`src/rtl/lcd_refresh_pkg.sv`:
```
package lcd_refresh_pkg;

  // Counter width that can hold the values 0 .. n-1 (at least one bit).
  function automatic int unsigned idx_w(input int unsigned n);
    return (n < 2) ? 1 : $clog2(n);
  endfunction

  // Counter width that can hold the values 0 .. n.
  function automatic int unsigned cnt_w(input int unsigned n);
    return $clog2(n + 1);
  endfunction

endpackage

```
`src/rtl/lcd_nib_deser.sv`:
```
module lcd_nib_deser #(
  parameter int unsigned NIB_W = 4,
  parameter int unsigned PH_W  = 2
) (
  input  logic             clk,
  input  logic             clr,
  input  logic             din,
  output logic [NIB_W-1:0] nib,
  output logic [PH_W-1:0]  phase,
  output logic             load
);
  logic [NIB_W-2:0] shreg;
  logic [NIB_W-1:0] next_word;

  // The newest bit enters at the bottom, so the first bit ends up in the MSB.
  assign next_word = {shreg, din};
  assign load      = (phase == PH_W'(NIB_W - 1));

  always_ff @(posedge clk or posedge clr) begin
    if (clr) begin
      shreg <= '0;
      nib   <= '0;
      phase <= '0;
    end else begin
      shreg <= next_word[NIB_W-2:0];
      phase <= load ? '0 : phase + 1'b1;
      if (load) nib <= next_word;
    end
  end
endmodule

```
`src/rtl/lcd_pclk_gen.sv`:
```
module lcd_pclk_gen #(
  parameter int unsigned NIB_W = 4,
  parameter int unsigned PH_W  = 2
) (
  input  logic            clk,
  input  logic            clr,
  input  logic            started,
  input  logic [PH_W-1:0] phase,
  output logic            pclk
);
  localparam logic [PH_W-1:0] HALF = PH_W'(NIB_W / 2);

  // Falling-edge register: high for the first half of each group period,
  // half an sck cycle after the data changed.
  always_ff @(negedge clk or posedge clr) begin
    if (clr) pclk <= 1'b0;
    else     pclk <= started && (phase < HALF);
  end
endmodule

```
`src/rtl/lcd_raster_timer.sv`:
```
module lcd_raster_timer
  import lcd_refresh_pkg::*;
#(
  parameter int unsigned NIBS      = 128,
  parameter int unsigned LINES     = 64,
  parameter int unsigned LATCH_SCK = 4
) (
  input  logic clk,
  input  logic clr,
  input  logic load,
  output logic started,
  output logic line_latch,
  output logic frame_mark,
  output logic polarity
);
  localparam int unsigned NW = idx_w(NIBS);
  localparam int unsigned LW = idx_w(LINES);
  localparam int unsigned CW = cnt_w(LATCH_SCK);

  logic [NW-1:0] ncnt;
  logic [LW-1:0] lcnt;
  logic [CW-1:0] lat_cnt;
  logic          pol;
  logic          line_end;
  logic          frame_end;

  assign line_end  = (ncnt == NW'(NIBS - 1));
  assign frame_end = (lcnt == LW'(LINES - 1));

  always_ff @(posedge clk or posedge clr) begin
    if (clr) begin
      started <= 1'b0;
      ncnt    <= '0;
      lcnt    <= '0;
      lat_cnt <= '0;
      pol     <= 1'b0;
    end else begin
      if (lat_cnt != '0) lat_cnt <= lat_cnt - 1'b1;
      if (load) begin
        if (!started) begin
          started <= 1'b1;
        end else if (line_end) begin
          ncnt    <= '0;
          lat_cnt <= CW'(LATCH_SCK);
          if (frame_end) begin
            lcnt <= '0;
            pol  <= ~pol;
          end else begin
            lcnt <= lcnt + 1'b1;
          end
        end else begin
          ncnt <= ncnt + 1'b1;
        end
      end
    end
  end

  assign line_latch = (lat_cnt != '0);
  assign frame_mark = started &&
                      ((lcnt == '0) || ((lcnt == LW'(1)) && (lat_cnt != '0)));
  assign polarity   = pol;
endmodule

```
`src/rtl/lcd_spi_refresh.sv`:
```
module lcd_spi_refresh
  import lcd_refresh_pkg::*;
#(
  parameter int unsigned NIB_W           = 4,
  parameter int unsigned NIBS_PER_LINE   = 128,
  parameter int unsigned LINES_PER_FRAME = 64,
  parameter int unsigned LATCH_PCLKS     = 1
) (
  input  logic             sck,
  input  logic             rst_n,
  input  logic             cs_n,
  input  logic             mosi,
  output logic [NIB_W-1:0] pix_data,
  output logic             pix_clk,
  output logic             line_latch,
  output logic             frame_mark,
  output logic             polarity
);
  localparam int unsigned PH_W      = idx_w(NIB_W);
  localparam int unsigned LATCH_SCK = LATCH_PCLKS * NIB_W;

  logic            clr;
  logic            load;
  logic            started;
  logic [PH_W-1:0] phase;

  // Deselect doubles as a resynchronising clear.
  assign clr = ~rst_n | cs_n;

  lcd_nib_deser #(.NIB_W(NIB_W), .PH_W(PH_W)) i_deser (
    .clk(sck), .clr(clr), .din(mosi),
    .nib(pix_data), .phase(phase), .load(load)
  );

  lcd_pclk_gen #(.NIB_W(NIB_W), .PH_W(PH_W)) i_pclk (
    .clk(sck), .clr(clr), .started(started), .phase(phase), .pclk(pix_clk)
  );

  lcd_raster_timer #(
    .NIBS(NIBS_PER_LINE), .LINES(LINES_PER_FRAME), .LATCH_SCK(LATCH_SCK)
  ) i_raster (
    .clk(sck), .clr(clr), .load(load), .started(started),
    .line_latch(line_latch), .frame_mark(frame_mark), .polarity(polarity)
  );
endmodule

```
`config.mk`:
```
export PLATFORM = sky130hd
export DESIGN_NAME = lcd_spi_refresh
export DESIGN_NICKNAME = d
export VERILOG_FILES = /design/src/rtl/lcd_refresh_pkg.sv /design/src/rtl/lcd_nib_deser.sv /design/src/rtl/lcd_pclk_gen.sv /design/src/rtl/lcd_raster_timer.sv /design/src/rtl/lcd_spi_refresh.sv
export SDC_FILE = /design/constraint.sdc
export NUM_CORES = 1
export LEC_CHECK = 0
export ABC_CLOCK_PERIOD_IN_PS = 2700
export BUFFER_PORTS_ARGS = -buffer_cell sky130_fd_sc_hd__clkbuf_2
export CORE_ASPECT_RATIO = 0.6
export CORE_UTILIZATION = 57
export DETAILED_ROUTE_END_ITERATION = 6
export GPL_TIMING_DRIVEN = 1
export PLACE_DENSITY = 0.8
export SETUP_SLACK_MARGIN = 0.5
export SYNTH_ARGS = -nofsm -noshare
export SYNTH_HDL_FRONTEND = slang
export SYNTH_SLANG_ARGS = --single-unit
```
`constraint.sdc`:
```
create_clock -name sck -period 2.7 [get_ports sck]
set_clock_uncertainty 0.2 [all_clocks]
set_input_delay 0.54 -clock sck [delete_from_list [all_inputs] [get_ports sck]]
set_output_delay 0.54 -clock sck [all_outputs]
set_load 0.02 [all_outputs]
```
==> flow_summary_export.csv <==
group,metric,value,unit
clocking,numClockSinks,28,
yosys,syn_area_per_cell,11.83,um^2
route,first_iter_violations,37,
floorplan,die_width,63.12,um
setup_path,worstSetupEndpointType,"output pin",
yosys,synth_top_flop_cell,"dfrtp_1",
final_layout,layout-drive-gt1-share,31.25,%
power,p_int,630.6,uW
power,p_seq_share,55.2,%
setup_path,worstPathCellList,"clkbuf_8",
yosys,syn-cell-area,1277,um^2
global_route,grt_overflow_total,0,
route,post_drt_wl_per_cell,15.25,um
clocking,htreeDepth,1,
global_route,grtUsageTotal,21.53,%
global_route,antenna_found_initial,0,
global_route,grt_max_degree,28,
timing,setup_slack,-217.7,ps
power,p_sw_share,18.41,%
yosys,ys_ff_latch,28,
final_layout,diodes,0,
timing,hold_violations,0,
route,drc,0,
floorplan,io_pins,12,
timing,rsz0062_at_grt,"yes",
global_route,grt_pass1_vias,772,
flow_run,cap_violations,0,
power,switchingPower,142.3,uW
yosys,synth_nets,119,
setup_path,cp_top_family,"flip-flops",
route,routed_wl,2379,um
power,comb_power_share,2.9,%
power,p_per_area,506.8,nW/um^2
clocking,clk_latency,270,ps
setup_path,path_buf_inv,1,
placement,dpl.hpwl,1534,um
route,vias_per_cell,5.872,
clocking,cts_made_buffers,3,
route,drtAntennaViolNets,0,
timing,drv_slew,0,
setup_path,r2r_setup_slack,400,ps
setup_path,worstPathMaxFanout,1,
floorplan,die_area,2441,um^2
placement,gp_congestion,0.8260,
floorplan,die-height,38.67,um
route,dr.pass1.iters,4,
setup_path,startpoint_type,"flip-flop",
setup_path,cp.required,1960,ps
floorplan,design.core.area,1982,um^2
floorplan,std_cell_rows,12,
run_status,violations,"setup timing",
yosys,yosys_warnings,0,
worst_hold_path,min_path_type,"in2reg",
clocking,clk_pin_slew,90,ps
global_route,grt_pass1_wl,3705,um
placement,post-place-ws,73.60,ps
yosys,synthArstFlopShare,100.0,%
power,clkPwrFrac,42.0,%
power,peakVddDrop,525.1,uV
clocking,cts_root_buf,"clkbuf_8",
timing,slew_headroom,77.11,%
route,via_count,916,
floorplan,start_util,64.46,%
yosys,syn_inst,108,
yosys,synth_cell_types,33,
power,p_leak,0.7122,nW
yosys,synth_edf_count,0,
run_status,run_status,"finished, violations left",
timing,fin_tns_setup,-217.7,ps
final_layout,syn_to_final_growth,19.39,%
setup_path,critPathKind,"reg2out",
timing,worstMarginPinSlew,343.4,ps
timing,setup_viol,1,
setup_path,cp.arrival,2180,ps
final_layout,nets,140,
clocking,cts_tree,"yes",
placement,portBuffers,11,
yosys,ys_seq_area_share,54.85,%
setup_path,slowest_stage,"dfrtn_1",
setup_path,cpPeakStageDelay,410,ps
clocking,clk_path_buf_depth,2,
## cell usage after synthesis, types with 2 or more instances
cell type  instances  area, um^2
a21o_1             2       15.01
xor2_1             3       26.28
inv_1              5       18.77
nor4_1             2       12.51
or4_1              2       15.01
o211ai_1           2       15.01
nand3_1            8       40.04
nor2b_1            2       12.51
ha_1               7       87.58
xnor2_1            4       35.03
dfrtp_1           27       675.7
nand2_1            4       15.01
nor2_1             7       26.28
mux2_2             6       67.56
nor3_1             2       10.01
o21ai_0            6       30.03
a21oi_1            3       15.01
## registers in the layout, summed over array words and instances, names as in the netlist
signal / count
i_raster.lcnt: 6
i_raster.lat_cnt: 3
i_pclk.pclk: 1
i_deser.phase: 2
i_deser.shreg: 3
i_deser.nib: 4
i_raster.ncnt: 7
i_raster.polarity: 1
i_raster.started: 1
## power by group through the flow
stage               clock network (mW)  registers, mW  logic, mW
floorplan                            0          0.439    0.00998
global placement                     0          0.435     0.0228
detailed placement                   0          0.435     0.0230
CTS                              0.332          0.427     0.0231
global route                     0.350          0.427     0.0250
finish                           0.324          0.426     0.0222
## stage by stage
stage	utilization (%)	power, mW	instance area (um^2)	hold slack [ps]	std cells
floorplan	-	0.4485	1291	148.6	108
finish	76.96	0.7730	1525	175.8	156
global route	76.96	0.8023	1525	168.6	156
detailed placement	69.70	0.4580	1381	171.1	147
global placement	69.70	0.4573	1381	154.6	147
CTS	74.12	0.7817	1469	172.6	152
## logic make-up after synthesis
logic type	count (synthesis)	synth area share [%]
simple gates	35	16.46
flops	28	54.85
compound gates	18	8.912
xor+xnor	7	4.799
mux	7	6.072
fa+ha+maj	7	6.856
buf+inv	6	2.057
## worst paths after layout
path,start,to,depth (start not counted)
hold reg to reg,i_deser.shreg[1]$_DFF_PP0_,i_deser.shreg[2]$_DFF_PP0_,0
setup reg to reg,i_raster.started$_DFFE_PP0N_,i_pclk.pclk$_DFF_NP0_,1
min in group asynchronous,rst_n,i_raster.lat_cnt[2]$_DFF_PP0_,3
max in group asynchronous,cs_n,i_pclk.pclk$_DFF_NP0_,2
setup / recovery,i_pclk.pclk$_DFF_NP0_,pix_clk,1
hold / removal,mosi,i_deser.shreg[0]$_DFF_PP0_,1
## what timing repair did
item | 4_1_cts | 5_1_grt
gates resized for setup | 2 | 9
hold buffers | 0 | 0
buffers inserted | 1 | 4
endpoints found under the setup margin | 3 | 5
pin swaps | 0 | 2
## layout by cell type, fill, tap and decap left out, types with 2 or more instances in the layout
cell type,Yosys,routed
nand2_1,4,4
or4_1,2,2
dfrtp_1,27,26
ha_1,7,5
inv_2,0,2
nor3_1,2,2
a21o_1,2,2
clkbuf_8,0,4
clkbuf_2,0,9
xnor2_1,4,4
nand3_1,8,8
inv_1,5,3
buf_4,1,7
o21ai_0,6,6
mux2_2,6,6
a21oi_1,3,3
o211ai_1,2,2
xor2_1,3,3
nor2_1,7,7
## routing by layer
layer	GRT usage [%]	part of all wire, %	up-vias	routed length (um)
met5	0	0	-	0
met3	6.765	6.3	7	150
met4	9.884	1.1	0	26
li1	-	-	436	-
met1	29.52	45	435	1066
met2	31.45	48	38	1135
## area by class of cell
| cell class | instances | area, um^2 |
|---|---|---|
| flip-flops and latches | 28 | 701.9 |
| multi-input cells | 74 | 586.8 |
| fillers | 131 | 456.7 |
| repair buffers | 17 | 111.4 |
| clock buffers | 3 | 41.29 |
| well taps | 28 | 35.03 |
| clock inverters | 1 | 30.03 |
| inverters | 5 | 18.77 |
No activity file was read; power rests on OpenSTA's default activity.
